<file path="config.mk">
export PLATFORM = sky130hd
export DESIGN_NAME = usb_port_status_ctrl
export DESIGN_NICKNAME = d
export VERILOG_FILES = /design/src/rtl/usbps_pkg.sv /design/src/rtl/usbps_line_mon.sv /design/src/rtl/usbps_resume_fsm.sv /design/src/rtl/usbps_status_bits.sv /design/src/rtl/usb_port_status_ctrl.sv
export SDC_FILE = /design/constraint.sdc
export NUM_CORES = 1
export LEC_CHECK = 0
export CAP_MARGIN = 20
export CORE_MARGIN = 2
export CORE_UTILIZATION = 45
export DETAILED_ROUTE_END_ITERATION = 8
export DONT_BUFFER_PORTS = 1
export PLACE_DENSITY_LB_ADDON = 0.05
export SYNTH_ARGS = -nofsm -noshare
export SYNTH_HDL_FRONTEND = slang
export SYNTH_SLANG_ARGS = --single-unit
</file>
<file path="constraint.sdc">
create_clock -name clk -period 2.8 [get_ports clk]
set_input_delay 0.14 -clock clk [delete_from_list [all_inputs] [get_ports clk]]
set_output_delay 0.14 -clock clk [all_outputs]
set_load 0.01 [all_outputs]
</file>
<file path="src/rtl/usbps_pkg.sv">
package usbps_pkg;

    typedef enum logic [1:0] {
        LS_SE0 = 2'b00,
        LS_J   = 2'b01,
        LS_K   = 2'b10
    } line_e;

    typedef enum logic [1:0] {
        ST_IDLE     = 2'b00,
        ST_DRIVE_K  = 2'b01,
        ST_EOR      = 2'b10,
        ST_DEV_HOLD = 2'b11
    } rsm_state_e;

    localparam int BIT_FR  = 6;
    localparam int BIT_OCC = 5;
    localparam int BIT_OCA = 4;
    localparam int BIT_PEC = 3;

endpackage

</file>
<file path="src/rtl/usbps_line_mon.sv">
module usbps_line_mon
    import usbps_pkg::*;
#(
    parameter int SUSP_MIN_CYCLES = 625_000
) (
    input  logic       clk,
    input  logic       rst_n,
    input  logic       suspended,
    input  logic [1:0] line_state,
    output logic       jk_evt,
    output logic       susp_ok
);
    localparam int SW = $clog2(SUSP_MIN_CYCLES + 1);
    localparam logic [SW-1:0] SUSP_SAT = SW'(SUSP_MIN_CYCLES);

    logic [1:0]    ls_prev;
    logic [SW-1:0] susp_cnt;

    always_ff @(posedge clk or negedge rst_n) begin
        if (!rst_n) begin
            ls_prev  <= LS_SE0;
            susp_cnt <= '0;
        end else begin
            ls_prev <= line_state;
            if (!suspended)
                susp_cnt <= '0;
            else if (susp_cnt != SUSP_SAT)
                susp_cnt <= susp_cnt + 1'b1;
        end
    end

    // J on the previous clock, K on this one, while suspended
    assign jk_evt  = suspended && (ls_prev == LS_J) && (line_state == LS_K);
    assign susp_ok = (susp_cnt == SUSP_SAT);

    a_r11_susp_timer_reset: assert property (@(posedge clk) disable iff (!rst_n)
        !suspended |=> !susp_ok);

endmodule

</file>
<file path="src/rtl/usbps_resume_fsm.sv">
module usbps_resume_fsm
    import usbps_pkg::*;
#(
    parameter int RESUME_CYCLES = 2_500_000,
    parameter int EOR_CYCLES    = 125
) (
    input  logic clk,
    input  logic rst_n,
    input  logic host_mode,
    input  logic port_power,
    input  logic sw_start,
    input  logic hw_start,
    input  logic wr_en,
    input  logic wr_fr,
    input  logic dev_resume_done,
    output logic fr,
    output logic resume_drive,
    output logic pcd_pulse
);
    localparam int MAXC = (RESUME_CYCLES > EOR_CYCLES) ? RESUME_CYCLES : EOR_CYCLES;
    localparam int CW   = $clog2(MAXC + 1);
    localparam logic [CW-1:0] RES_LAST = CW'(RESUME_CYCLES - 1);
    localparam logic [CW-1:0] EOR_LAST = CW'(EOR_CYCLES - 1);

    rsm_state_e st, st_nx;
    logic [CW-1:0] cnt;
    logic          host_off;
    logic          start;

    assign host_off = host_mode && !port_power;
    assign start    = sw_start || hw_start;

    always_comb begin
        st_nx = st;
        unique case (st)
            ST_IDLE:     if (start) st_nx = host_mode ? ST_DRIVE_K : ST_DEV_HOLD;
            ST_DRIVE_K:  if (cnt == RES_LAST) st_nx = ST_EOR;
            ST_EOR:      if (cnt == EOR_LAST) st_nx = ST_IDLE;
            ST_DEV_HOLD: if (dev_resume_done) st_nx = ST_IDLE;
        endcase
        if (host_off) st_nx = ST_IDLE;
    end

    // state register, counter and registered change pulse
    always_ff @(posedge clk or negedge rst_n) begin
        if (!rst_n) begin
            st        <= ST_IDLE;
            cnt       <= '0;
            pcd_pulse <= 1'b0;
        end else begin
            st        <= st_nx;
            cnt       <= (st_nx != st) ? '0 : cnt + 1'b1;
            pcd_pulse <= (st == ST_IDLE) && hw_start && !host_off;
        end
    end

    // outputs
    always_comb begin
        fr           = 1'b0;
        resume_drive = 1'b0;
        unique case (st)
            ST_IDLE:     ;
            ST_DRIVE_K:  begin fr = 1'b1; resume_drive = 1'b1; end
            ST_EOR:      fr = 1'b1;
            ST_DEV_HOLD: begin fr = 1'b1; resume_drive = 1'b1; end
        endcase
    end

    a_r5_write_zero_kept: assert property (@(posedge clk) disable iff (!rst_n)
        st == ST_DRIVE_K && cnt != RES_LAST && !host_off && wr_en && !wr_fr
        |=> st == ST_DRIVE_K);
    a_r6_power_off_idle: assert property (@(posedge clk) disable iff (!rst_n)
        host_off |=> !fr);
    a_r3_pcd_from_idle: assert property (@(posedge clk) disable iff (!rst_n)
        pcd_pulse |-> fr && $past(st) == ST_IDLE);
    a_r12_dev_hold: assert property (@(posedge clk) disable iff (!rst_n)
        st == ST_DEV_HOLD && !dev_resume_done && !host_mode |=> fr && resume_drive);

endmodule

</file>
<file path="src/rtl/usbps_status_bits.sv">
module usbps_status_bits (
    input  logic clk,
    input  logic rst_n,
    input  logic host_mode,
    input  logic port_power,
    input  logic oc_fault,
    input  logic disc_evt,
    input  logic eof_evt,
    input  logic wr_en,
    input  logic wr_occ,
    input  logic wr_pec,
    output logic occ,
    output logic oca,
    output logic pec
);
    always_ff @(posedge clk or negedge rst_n) begin
        if (!rst_n) begin
            occ <= 1'b0;
            oca <= 1'b0;
            pec <= 1'b0;
        end else if (!host_mode) begin
            occ <= 1'b0;
            oca <= 1'b0;
            pec <= 1'b0;
        end else begin
            oca <= oc_fault;
            if (oc_fault && !oca)
                occ <= 1'b1;
            else if (wr_en && wr_occ)
                occ <= 1'b0;
            if (!port_power)
                pec <= 1'b0;
            else if (disc_evt || eof_evt)
                pec <= 1'b1;
            else if (wr_en && wr_pec)
                pec <= 1'b0;
        end
    end

    a_r7_oca_follows: assert property (@(posedge clk) disable iff (!rst_n)
        host_mode |=> oca == $past(oc_fault));
    a_r8_occ_on_rise: assert property (@(posedge clk) disable iff (!rst_n)
        host_mode && oc_fault && !oca |=> occ);
    a_r9_pec_set: assert property (@(posedge clk) disable iff (!rst_n)
        host_mode && port_power && (disc_evt || eof_evt) |=> pec);
    a_r10_device_zero: assert property (@(posedge clk) disable iff (!rst_n)
        !host_mode |=> !occ && !oca && !pec);

endmodule

</file>
<file path="src/rtl/usb_port_status_ctrl.sv">
module usb_port_status_ctrl
    import usbps_pkg::*;
#(
    parameter int RESUME_CYCLES   = 2_500_000,
    parameter int EOR_CYCLES      = 125,
    parameter int SUSP_MIN_CYCLES = 625_000
) (
    input  logic       clk,
    input  logic       rst_n,
    input  logic       host_mode,
    input  logic       port_power,
    input  logic       suspended,
    input  logic [1:0] line_state,
    input  logic       oc_fault,
    input  logic       disc_evt,
    input  logic       eof_evt,
    input  logic       dev_resume_done,
    input  logic       wr_en,
    input  logic [7:0] wr_data,
    output logic [7:0] rd_data,
    output logic       resume_drive,
    output logic       pcd_pulse
);
    logic jk_evt, susp_ok;
    logic fr, occ, oca, pec;
    logic sw_start, hw_start, pwr_ok;
    logic wr_unused;

    assign wr_unused = ^{wr_data[7], wr_data[2:0]};
    assign pwr_ok    = !host_mode || port_power;

    usbps_line_mon #(.SUSP_MIN_CYCLES(SUSP_MIN_CYCLES)) u_line (
        .clk(clk), .rst_n(rst_n), .suspended(suspended),
        .line_state(line_state), .jk_evt(jk_evt), .susp_ok(susp_ok)
    );

    assign sw_start = wr_en && wr_data[BIT_FR] && (host_mode ? port_power : susp_ok);
    assign hw_start = jk_evt && pwr_ok;

    usbps_resume_fsm #(.RESUME_CYCLES(RESUME_CYCLES), .EOR_CYCLES(EOR_CYCLES)) u_fsm (
        .clk(clk), .rst_n(rst_n), .host_mode(host_mode), .port_power(port_power),
        .sw_start(sw_start), .hw_start(hw_start), .wr_en(wr_en),
        .wr_fr(wr_data[BIT_FR]), .dev_resume_done(dev_resume_done),
        .fr(fr), .resume_drive(resume_drive), .pcd_pulse(pcd_pulse)
    );

    usbps_status_bits u_stat (
        .clk(clk), .rst_n(rst_n), .host_mode(host_mode), .port_power(port_power),
        .oc_fault(oc_fault), .disc_evt(disc_evt), .eof_evt(eof_evt),
        .wr_en(wr_en), .wr_occ(wr_data[BIT_OCC]), .wr_pec(wr_data[BIT_PEC]),
        .occ(occ), .oca(oca), .pec(pec)
    );

    always_comb begin
        rd_data          = '0;
        rd_data[BIT_FR]  = fr && pwr_ok;
        rd_data[BIT_OCC] = occ;
        rd_data[BIT_OCA] = oca;
        rd_data[BIT_PEC] = pec && pwr_ok;
    end

    a_r1_spare_bits_zero: assert property (@(posedge clk) disable iff (!rst_n)
        rd_data[7] == 1'b0 && rd_data[2:0] == 3'b000);
    a_r4_drive_has_flag: assert property (@(posedge clk) disable iff (!rst_n)
        resume_drive && pwr_ok |-> rd_data[BIT_FR]);

endmodule

</file>
==> impl_metrics.toml <==
[status]
status = "complete, no violations"

[timing]
tns_ns = 0
worst_pin_slew_ns = 0.799
fin_crit_ns = 2.63
finalCritPeriodShare_pct = 94.1
rsz0062_at_grt = "no"
fmax_ghz = 0.380
slew_headroom_pct = 46.2
hold_viol = 0
setup_viol = 0
skew_ns = 0.00628
drv_slew = 0

[yosys]
synth_cell_types = 45
synthesis.area_sq_um = 2760
synth.area.top_cells = "dfrtp_1, xnor2_1, xor2_1"
postSynthAreaPerCell_sq_um = 9.61
synth_top_cell_by_area = "dfrtp_1"
ys_warn_count = 0
ys_ff_latch = 50
synthFlopType = "dfrtp_1"
ys_seq_area_share_pct = 45.4
synthCells = 287
synthArstFlopShare_pct = 100
synth_edf_count = 0
yosys.area.top_type_share_pct = 45.4

[flow_run]
maxCapViolCount = 0

[place]
port_buffers = 0
dpl.cell_count = 350
dpl.hpwl_um = 3650
gp_congestion = 0.854

[global_routing]
overflow = 0
grt_pass1_vias = 1929
grt_util_met1_pct = 26.6
grt_util_all_layers_pct = 18.3
grt_util_met3_pct = 3.59
grtUsageMet2_pct = 27.5
grt_pass1_wl_um = 9580
top_usage_layer = "met2"
antenna_found_initial = 0
grt_max_degree = 51

[power]
fin_total_pwr_uw = 1520
powerDensity_nw_per_um2 = 509
ir_worst_vdd_mv = 0.363
leakagePower_uw = 0.00125

[clock_network]
clk-insertion-delay-late_ns = 0.30
numClockSinks = 50
cts_max_path_buffers = 2
cts.root.buffer_cell = "clkbuf_8"
clkTransAtPathRegs_ns = 0.10
htreeDepth = 2
cts_tree = "yes"
cts_buffers = 5

[detailed_routing]
drcViolationCount = 0
vias = 2011
drt_iter0_markers = 85
dr.pass1.iters = 6
viasPerCell = 5.46
routed_wirelength_um = 5550
ant_nets = 0
post_drt_wl_per_cell_um = 15.1

[floorplanning]
core_area_sq_um = 5920
io_pins = 30
rows = 28
die_x_um = 82.3
initial_core_util_pct = 46.6
die_height_um = 82.3
die_area_sq_um = 6770

[worst_setup_path]
cpLargestDelayFamily = "simple AND/OR/NAND/NOR gates"
crit_chain = "or4_1, nor4b_2, and2_1, o2111ai_1, dlygate4sd3_1, a31oi_1"
crit_path_end_kind = "register"
startpoint = "u_line.susp_cnt[4]"
critPathSlowestCell = "dlygate4sd3_1"
crit_path_max_incr_delay_ns = 0.60
r2r_start = "u_line.susp_cnt[4]"
cp.required_ns = 3.03
path_buf_inv = 1
cp-start-kind = "register"
critPathMaxFanout = 4
worst-setup-path-type = "reg -> reg"
crit_arrival_ns = 2.87

[worst_hold_path]
hold_start = "line_state[0]"
hold_class = "in -> reg"

[layout]
nNetsFinal = 316
final_common_cell = "dfrtp_1"
area_growth_pct = 8.71
final_cell_mix = "dfrtp_1, nor3_1, xnor2_1"
final_cells = 368
diodes = 0
drive_gt1_share_pct = 6.48
num-fill-cells = 537
seq_area_sq_um = 1250
multiInputGateArea_sq_um = 1370
## cell type report
cell class | instances | area share, %
Inverter | 9 | 1.13
Timing Repair Buffer | 12 | 4.42
Clock inverter | 3 | 1.50
Tap cell | 75 | 3.13
Clock buffer | 5 | 2.30
Multi-Input combinational cell | 214 | 45.8
Sequential cell | 50 | 41.7
## where the power goes
part	internal (uW)	leakage, uW	switching [uW]
clock network	266	0.0000504	258
registers	765	0.000681	54.0
logic	82.8	0.000515	98.2
total	1110	0.00125	411
## flip-flops by register name (all words and copies together), names as in the netlist
| register | flops |
|---|---|
| u_stat.pec | 1 |
| u_line.susp_cnt | 20 |
| u_line.ls_prev | 2 |
| u_fsm.pcd_pulse | 1 |
| u_fsm.st | 2 |
| u_stat.occ | 1 |
| u_fsm.cnt | 22 |
| u_stat.oca | 1 |
## what timing repair did
| item | CTS | global route |
|---|---|---|
| hold buffers | 10 | 0 |
| setup buffers | 0 | 0 |
| hold endpoints to repair | 76 | 0 |
| gates resized for setup | 0 | 0 |
## worst reg2reg max path, delay by kind of cell (launching register included)
kind / cells / cell delay, ns
buffers and inverters: 1 / 0.60
DFF: 1 / 0.43
and+or+nand+nor: 3 / 1.25
AOI/OAI and AO/OA: 2 / 0.29
## per-layer routing
| layer | up-vias | wire length [um] |
|---|---|---|
| met2 | 22 | 2440 |
| met4 | 0 | 100 |
| met5 | - | 0 |
| met1 | 981 | 2890 |
| li1 | 999 | - |
| met3 | 9 | 119 |
## path summary, 6_finish.rpt
| check | endpoint | slack [ns] | cells after the start |
|---|---|---|---|
| worst max-delay path | u_fsm.st[0] | 0.17 | 6 |
| worst min-delay path | u_fsm.pcd_pulse | 0.03 | 3 |
| worst max register to register | u_fsm.st[0] | 0.17 | 6 |
| worst min register to register | u_fsm.cnt[0] | 0.53 | 1 |
| max in group asynchronous | u_fsm.cnt[19] | 2.23 | 2 |
| min in group asynchronous | u_stat.oca | 0.33 | 2 |
## kinds of logic (layout without fill, tap and decap cells)
kind of cell	Yosys count	after routing	synth area share [%]
fa+ha+maj	4	4	1.81
xor+xnor	37	37	11.8
compound gates	19	19	4.81
mux	1	1	0.363
simple gates	149	149	30.5
other cells	1	4	0.136
flops	50	50	45.4
buf+inv	26	29	5.26
## synthesized netlist by cell type, types with 5 or more instances
cell,n
nand3_1,19
xnor2_1,21
and2_1,18
buf_4,8
dfrtp_1,50
nand2_1,19
inv_1,9
nor2_1,14
xor2_1,16
nor4_1,6
nor2b_1,7
nor3_1,26
nand4_1,12
clkbuf_1,5
## metrics by stage
stage / area (sq um) / hold slack, ns / setup WS, ns / utilization, %
CTS: 3000 / 0.0209 / 0.190 / 50.6
global placement: 2770 / -0.155 / 0.494 / 46.7
detailed placement: 2770 / -0.154 / 0.435 / 46.7
global route: 3000 / 0.0276 / 0.0307 / 50.6
floorplan: 2770 / -0.156 / 0.830 / -
finish: 3000 / 0.0335 / 0.165 / 50.6
Power figures use the tool's default switching activity.
